===== config.mk =====
export PLATFORM = sky130hd
export DESIGN_NAME = edge_irq_agg
export DESIGN_NICKNAME = d
export VERILOG_FILES = /design/src/rtl/edge_irq_agg.sv
export SDC_FILE = /design/constraint.sdc
export NUM_CORES = 1
export LEC_CHECK = 0
export BUFFER_PORTS_ARGS = -buffer_cell sky130_fd_sc_hd__buf_2
export CAP_MARGIN = 20
export CORE_UTILIZATION = 46
export DETAILED_ROUTE_END_ITERATION = 6
export PLACE_DENSITY = 0.74
export SYNTH_ARGS = -nofsm -noshare
export SYNTH_HDL_FRONTEND = slang
export SYNTH_SLANG_ARGS = --single-unit

===== constraint.sdc =====
create_clock -name clk -period 0.8 [get_ports clk]
set_input_delay 0.24 -clock clk [delete_from_list [all_inputs] [get_ports clk]]
set_output_delay 0.24 -clock clk [all_outputs]
set_load 0.01 [all_outputs]

===== src/rtl/edge_irq_agg.sv =====
module edge_irq_agg #(
  parameter int NSRC   = 6,
  parameter int DATA_W = 8,
  parameter int ADDR_W = 2
) (
  input  logic              clk,
  input  logic              rst_n,
  input  logic [NSRC-1:0]   gpin,
  input  logic [ADDR_W-1:0] reg_addr,
  input  logic              reg_we,
  input  logic [DATA_W-1:0] reg_wdata,
  output logic [DATA_W-1:0] reg_rdata,
  output logic              irq_n
);
  localparam logic [ADDR_W-1:0] A_STAT = ADDR_W'(0);
  localparam logic [ADDR_W-1:0] A_EN   = ADDR_W'(1);

  logic [NSRC-1:0]   pin_meta, pin_sync, pin_prev;
  logic [NSRC-1:0]   edge_hit, clr_mask, status_q;
  logic [DATA_W-1:0] enable_q;

  assign edge_hit = pin_sync ^ pin_prev;
  assign clr_mask = (reg_we && reg_addr == A_STAT) ? reg_wdata[NSRC-1:0] : '0;

  always_ff @(posedge clk or negedge rst_n) begin
    if (!rst_n) begin
      pin_meta <= '0;
      pin_sync <= '0;
      pin_prev <= '0;
      status_q <= '0;
      enable_q <= '0;
      irq_n    <= 1'b1;
    end else begin
      pin_meta <= gpin;
      pin_sync <= pin_meta;
      pin_prev <= pin_sync;
      status_q <= (status_q & ~clr_mask) | edge_hit;
      if (reg_we && reg_addr == A_EN) enable_q <= reg_wdata;
      irq_n    <= ~|(status_q & enable_q[NSRC-1:0]);
    end
  end

  always_comb begin
    case (reg_addr)
      A_STAT:  reg_rdata = {{(DATA_W-NSRC){1'b0}}, status_q};
      A_EN:    reg_rdata = enable_q;
      default: reg_rdata = '0;
    endcase
  end
endmodule


# Word-level counts from Yosys, hierarchy flattened
# Cells that the tools add are included.
[classes] eq_ne=1 mux=2 bitwise=5 n_reduce_logical=5
[op_table] operator="$pmux 8 s2" count=1
[op_table] operator="$and 6x6->6" count=2
[op_table] operator="$mux 6" count=1
[op_table] operator="$not 6->6" count=1
[op_table] operator="$or 6x6->6" count=1
[op_table] operator="$reduce_or 6->1" count=1
[op_table] operator="$xor 6x6->6" count=1
[op_table] operator="$eq 2x1->1 const B" count=1
[op_table] operator="$logic_and 1x1->1" count=2
[op_table] operator="$logic_not 2->1" count=1
[op_table] operator="$logic_not 1->1" count=1
[totals] regBits=33

# Depth between registers and ports, before layout
# Gate-level depths: netlist (run 1).
[logic_depth] ltp_word=6 mapped_depth=4 ltp_nobuf=2

# Worst setup path before layout (run 1)
# No wires, ideal clock.
[synth_path] path_kind="in2reg" startpoint="in reg_addr[0]" endpoint="reg status_q[4]" setup_time_ns=0.124 arrival_time_ns=1.136 required_time_ns=0.676 setup_slack_ns=-0.460 path_stages=4 n_path_buf=2 cell_sequence="buf_6 > or3b_1 > buf_2 > a211o_1"
[synth_via] elab_chain_cells=6
[synth_rtl] element="from (decl)" line_no="9" rtl="input logic [ADDR_W-1:0] reg_addr,"
[synth_rtl] element="$logic_not 2->1" line_no="23" rtl="assign clr_mask = (reg_we && reg_addr == A_STAT) ? reg_wdata[NSRC-1:0] : '0;"
[synth_rtl] element="$logic_and 1x1->1" line_no="23"
[synth_rtl] element="$mux 6" line_no="23"
[synth_rtl] element="$not 6->6" line_no="37" rtl="status_q <= (status_q & ~clr_mask) | edge_hit;"
[synth_rtl] element="$and 6x6->6" line_no="37"
[synth_rtl] element="$or 6x6->6" line_no="37"
[synth_rtl] element="to (signal assigned)" line_no="37"
[synth_rtl] element="to (decl)" line_no="19" rtl="logic [NSRC-1:0] edge_hit, clr_mask, status_q;"
# No other way between the ends.
# A chain may end at the register's enable or synchronous reset.

# Worst setup path after layout (run 1)
[layout_path] startpoint="reg enable_q[2]" endpoint="out reg_rdata[2]"
[layout_via] elab_chain_cells=1
[layout_rtl] element="from (decl)" line_no="20" rtl="logic [DATA_W-1:0] enable_q;"
[layout_rtl] element="from (signal assigned)" line_no="38" rtl="if (reg_we && reg_addr == A_EN) enable_q <= reg_wdata;"
[layout_rtl] element="$pmux 8 s2" line_no="44" rtl="case (reg_addr)"
[layout_rtl] element="to (decl)" line_no="12" rtl="output logic [DATA_W-1:0] reg_rdata,"
# No other way between the ends.

==> flow_summary.yaml, run 1 <==
worst_setup_path:
  required_ns: 0.56
  end_kind: "primary output"
  r2r_end: "status_q[5]"
  r2r-start: "status_q[5]"
  rrSetupSlack_ns: -0.19
  r2r_cells: 3
  crit_arrival_ns: 1.07
  critPathKind: "reg2out"
  cp-start-kind: "flop"
  worstPathMaxFanout: 2
place:
  place.gp.congestion: 0.744
  placed_cells: 152
  port-buffer-count: 27
  placed_cell_area_sq_um: 1500
  dpl_worst_slack_ns: -0.462
global_route:
  grt_pass1_wl_mm: 3.47
  overflow: 0
  grt_start_max_net_pins: 22
  antenna_found_initial: 0
  grtUsageTotal_pct: 18.7
  grt_pass1_vias: 822
drt:
  drt_iter0_drc: 4
  routedWlPerCell_um: 14.9
  dr.pass1.iters: 4
  num_vias: 847
  drc_errors: 0
  ant_nets: 0
  avgViaCountPerCell: 5.04
  totalWireLength_mm: 2.50
sta:
  fmax_mhz: 762
  fin_skew_ns: 0.00835
  slew_violations: 0
  slew_headroom_pct: 82.6
  rsz0062_at_grt: "true"
  worst_slew_pin_slew_ns: 0.262
  fin_crit_sh_pct: 164
  finalSetupTns_ns: -6.20
  fin_crit_ns: 1.31
  whs_ns: 0.0146
  setup_ws_ns: -0.513
  finalSetupViolCount: 24
  finalHoldViolCount: 0
final_layout:
  nNetsFinal: 156
  n_antenna_cell: 0
  layout-drive-gt1-share_pct: 51.4
  syn2layout_area_growth_pct: 44.8
  final_core_util_pct: 71.0
  fill_cells: 168
  stdcell_count: 168
  fin_area_sq_um: 1780
  final_cell_mix: "dfrtp_1 (32), buf_6 (23), buf_2 (23), mux2_4 (8)"
  final_common_cell: "dfrtp_1"
worst_hold_path:
  hold_depth: 1
  holdCritPathClass: "in2reg"
  whs_endpoint: "pin_meta[1]"
  hold_start: "gpin[1]"
logic_synthesis:
  ys_ff_latch: 33
  syn-num-nets: 101
  ys_seq_area_share_pct: 67.4
  syn_inst: 82
  yosysWarnings: 0
  synth_area_per_cell_sq_um: 15.0
  netlist_area_sq_um: 1230
  synth_cell_types: 15
clock_network:
  insertion_delay_ns: 0.33
  cts_sinks: 33
  clkTransAtPathRegs_ns: 0.09
  cts_tree: "yes"
  ctsLongestPathBuffers: 2
  cts_buffers: 5
  ctsRootBufferMaster: "clkbuf_4"
  h-tree-depth: 2
status:
  violations: "negative setup slack"
  outcome: "complete, but fails checks"
power:
  p_total_mw: 3.44
  ir_worst_vdd_v: 0.00142
  p_leak_nw: 0.876
  p_per_area_nw_per_um2: 1940
floorplanning:
  die_y_um: 53.6
  core_area_sq_um: 2500
  rows: 18
  io_pins: 28
  die_w_um: 53.6
  die_area_sq_um: 2880
  start_util_pct: 49.0
run:
  cap_violations: 0
## worst max path at each step
stage | startpoint | end | slack, ns | cells past startpoint
2_1_floorplan | reg_addr[1] | status_q[4] | -0.41 | 4
3_3_place_gp | reg_addr[1] | status_q[2] | -0.45 | 3
3_5_place_dp | reg_addr[1] | status_q[5] | -0.46 | 3
4_1_cts | enable_q[3] | reg_rdata[3] | -0.50 | 3
5_1_grt | status_q[1] | reg_rdata[1] | -0.58 | 3
6_report | enable_q[2] | reg_rdata[2] | -0.51 | 3
## cells by family after synthesis
| group | share of synthesized area (%) |
|---|---|
| compound gates | 6.12 |
| buf+inv | 1.73 |
| flops | 67.4 |
| xor+xnor | 4.29 |
| simple gates | 8.16 |
| mux | 12.2 |
## worst max-delay path, stage by stage, from the launching register on
cell	delay [ns]
dfrtp_1	0.40
mux2i_1	0.15
nor2_1	0.07
buf_2	0.14
## routing by layer
| metal | share of wire [%] | global-route usage (%) |
|---|---|---|
| met2 | 51 | 31.5 |
| met1 | 43 | 20.0 |
| met3 | 3.7 | 5.37 |
| met4 | 2.3 | 13.2 |
| met5 | 0 | 0 |
## what timing repair did
action,CTS,global route
hold buffers,1,0
cloned,1,0
hold endpoints to repair,32,0
pin swaps,11,6
resized for setup,27,15
setup endpoints to repair,24,24
buffers inserted,6,3
## sequential cells by signal, summed over array words and instances, names as in the netlist
name / cells
pin_prev: 6
pin_meta: 6
irq_n: 1
pin_sync: 6
enable_q: 8
status_q: 6
## cells in the mapped netlist, drive strengths merged
cell type	count	area, sq um
dfrtp	32	801
mux2	8	90.1
a211o	6	52.6
mux2i	6	60.1
nor2	6	22.5
nor2b	6	37.5
xor2	6	52.6
a22oi	3	22.5
buf	3	21.3
and3b	2	17.5
and3	1	6.26
dfstp	1	26.3
nand3b	1	7.51
or3b	1	8.76
## layout make-up
class,instances,area (sq um),share of cell area [%]
Timing Repair Buffer,51,422,23.7
Clock buffer,8,48.8,2.75
Multi-Input combinational cell,46,440,24.8
Tap cell,30,37.5,2.11
Sequential cell,33,827,46.6
## report_power, final
group	internal (mW)	leakage [nW]	total [mW]	switching, mW
Combinational	0.436	0.481	0.695	0.259
Clock	0.350	0.0265	0.859	0.509
Sequential	1.80	0.369	1.89	0.0818
(Power assumes the default switching activity.)
==> run 2: changes to the inputs <==
CORE_UTILIZATION = 51   (was 46)
PLACE_DENSITY = 0.78   (was 0.74)
SLEW_MARGIN = 20   (was unset)
clock period = 1.4 ns   (was 0.8 ns; I/O delays follow)
==> flow_summary.yaml, run 2 (synthesized netlist as in run 1, its figures left out) <==
floorplanning:
  die_w_um: 51.0
  io_pins: 28
  start_util_pct: 54.9
  die_area_sq_um: 2600
  rows: 17
  core_area_sq_um: 2230
  die_y_um: 51.0
worst_setup_path:
  r2r-start: "status_q[4]"
  critPathKind: "reg2out"
  r2r_cells: 3
  rrSetupSlack_ns: 0.38
  crit_arrival_ns: 1.10
  cp-start-kind: "flop"
  r2r_end: "status_q[4]"
  required_ns: 0.98
  end_kind: "primary output"
  worstPathMaxFanout: 2
final_layout:
  largest_reg_flops: 8
  final_common_cell: "dfrtp_1"
  register_area_sq_um: 827
  syn2layout_area_growth_pct: 32.0
  layout-drive-gt1-share_pct: 46.6
  final_cell_mix: "dfrtp_1 (32), buf_2 (25), buf_4 (16), mux2_2 (8)"
  nNetsFinal: 151
  fill_cells: 150
  largest-register: "enable_q"
  multi_input_area_sq_um: 378
  n_antenna_cell: 0
  fin_area_sq_um: 1620
sta:
  rsz0062_at_grt: "true"
  fin_crit_ns: 1.52
  whs_ns: 0.203
  worst_slew_pin_slew_ns: 0.333
  setup_ws_ns: -0.122
  finalSetupViolCount: 8
  slew_violations: 0
  fmax_mhz: 657
  finalHoldViolCount: 0
  fin_crit_sh_pct: 109
  slew_headroom_pct: 77.8
  fin_skew_ns: 0.00564
status:
  outcome: "complete, but fails checks"
  violations: "negative setup slack"
drt:
  routedWlPerCell_um: 13.6
  dr.pass1.iters: 4
  avgViaCountPerCell: 5.03
  drc_errors: 0
  totalWireLength_mm: 2.20
  drt_iter0_drc: 12
  num_vias: 810
  ant_nets: 0
power:
  power.share.combinational_pct: 15.7
  ir_worst_vdd_v: 0.000987
  pwr-share-clk_pct: 29.7
  p_switching_mw: 0.463
  p_leak_nw: 0.783
  seqPwrFrac_pct: 54.6
  p_per_area_nw_per_um2: 1210
  intPower_mw: 1.50
  switching_share_pct: 23.6
worst_hold_path:
  whs_endpoint: "pin_meta[5]"
  holdCritPathClass: "in2reg"
  hold_start: "gpin[5]"
  hold_depth: 1
place:
  place.gp.congestion: 0.738
  place_hpwl_mm: 1.41
  placed_cell_area_sq_um: 1430
  port-buffer-count: 27
global_route:
  grt_start_max_net_pins: 21
  grt_pass1_wl_mm: 3.75
  grt_pass1_vias: 843
  antenna_found_initial: 0
  overflow: 0
  grtUsageTotal_pct: 20.5
clock_network:
  cts_tree: "yes"
  ctsLongestPathBuffers: 2
  ctsRootBufferMaster: "clkbuf_4"
  cts_sinks: 33
  cts_buffers: 5
  insertion_delay_ns: 0.32
  h-tree-depth: 2
  clkTransAtPathRegs_ns: 0.09
run:
  cap_violations: 0
run 2: cell count changes in the layout (fill, tap and decap cells not counted), moves of 3 or more:
cell	before	now
a22oi_1	0	3
mux2_4	8	0
buf_4	3	16
buf_6	23	3
mux2_2	0	8
clkbuf_1	3	0
a22oi_2	3	0
run 2: stage by stage:
stage	setup TNS [ns]	util [%]	setup slack, ns	total power, mW	instances
2_1_floorplan	-0.173	-	-0.0288	1.22	82
3_3_place_gp	-1.10	63.8	-0.106	1.31	139
3_5_place_dp	-1.64	63.8	-0.135	1.32	139
4_1_cts	-0.469	71.5	-0.0976	1.95	159
5_1_grt	-1.07	72.5	-0.187	2.06	161
6_report	-0.552	72.5	-0.122	1.97	161
run 2: worst max-delay path by stage:
stage,startpoint,end,cells after the start
after floorplan,reg_addr[1],status_q[0],4
after global placement,reg_addr[0],status_q[0],3
after detailed placement,reg_addr[0],status_q[0],3
after CTS,enable_q[5],reg_rdata[5],3
after global routing,status_q[2],reg_rdata[2],3
final,status_q[2],reg_rdata[2],3
run 2: timing repair:
action / CTS / global route
hold buffers: 1 / 0
resized for setup: 3 / 1
hold endpoints to repair: 12 / 0
endpoints found under the setup margin: 8 / 9
buffers inserted: 11 / 2
run 2: routing by layer:
| metal | share of wire [%] | routed length, um | track usage [%] | vias up |
|---|---|---|---|---|
| li1 | - | - | - | 387 |
| met1 | 43 | 944 | 25.3 | 391 |
| met2 | 51 | 1130 | 32.2 | 28 |
| met3 | 4.6 | 102 | 6.55 | 4 |
| met4 | 1.1 | 24 | 10.2 | 0 |
| met5 | 0 | 0 | 0 | - |
run 2: layout make-up:
| type | instances | share of cell area, % |
|---|---|---|
| repair buffers | 46 | 19.1 |
| flip-flops and latches | 33 | 51.1 |
| multi-input cells | 46 | 23.3 |
| clock inverters | 1 | 0.309 |
| clock buffers | 7 | 4.02 |
| well taps | 28 | 2.16 |
run 2: power groups by stage:
| stage | sequential (mW) | clock (mW) | combinational [mW] |
|---|---|---|---|
| 4_1_cts | 1.07 | 0.598 | 0.287 |
| 5_1_grt | 1.08 | 0.646 | 0.335 |
| 6_report | 1.07 | 0.584 | 0.309 |
| 3_5_place_dp | 1.10 | 0 | 0.224 |
| 3_3_place_gp | 1.09 | 0 | 0.218 |
| 2_1_floorplan | 1.08 | 0 | 0.135 |
run 2: worst max-delay path, cell delays in order, from the launching register on:
cell and delay (ns):
dfrtp_1 0.41, mux2i_1 0.17, nor2_1 0.07, buf_2 0.14
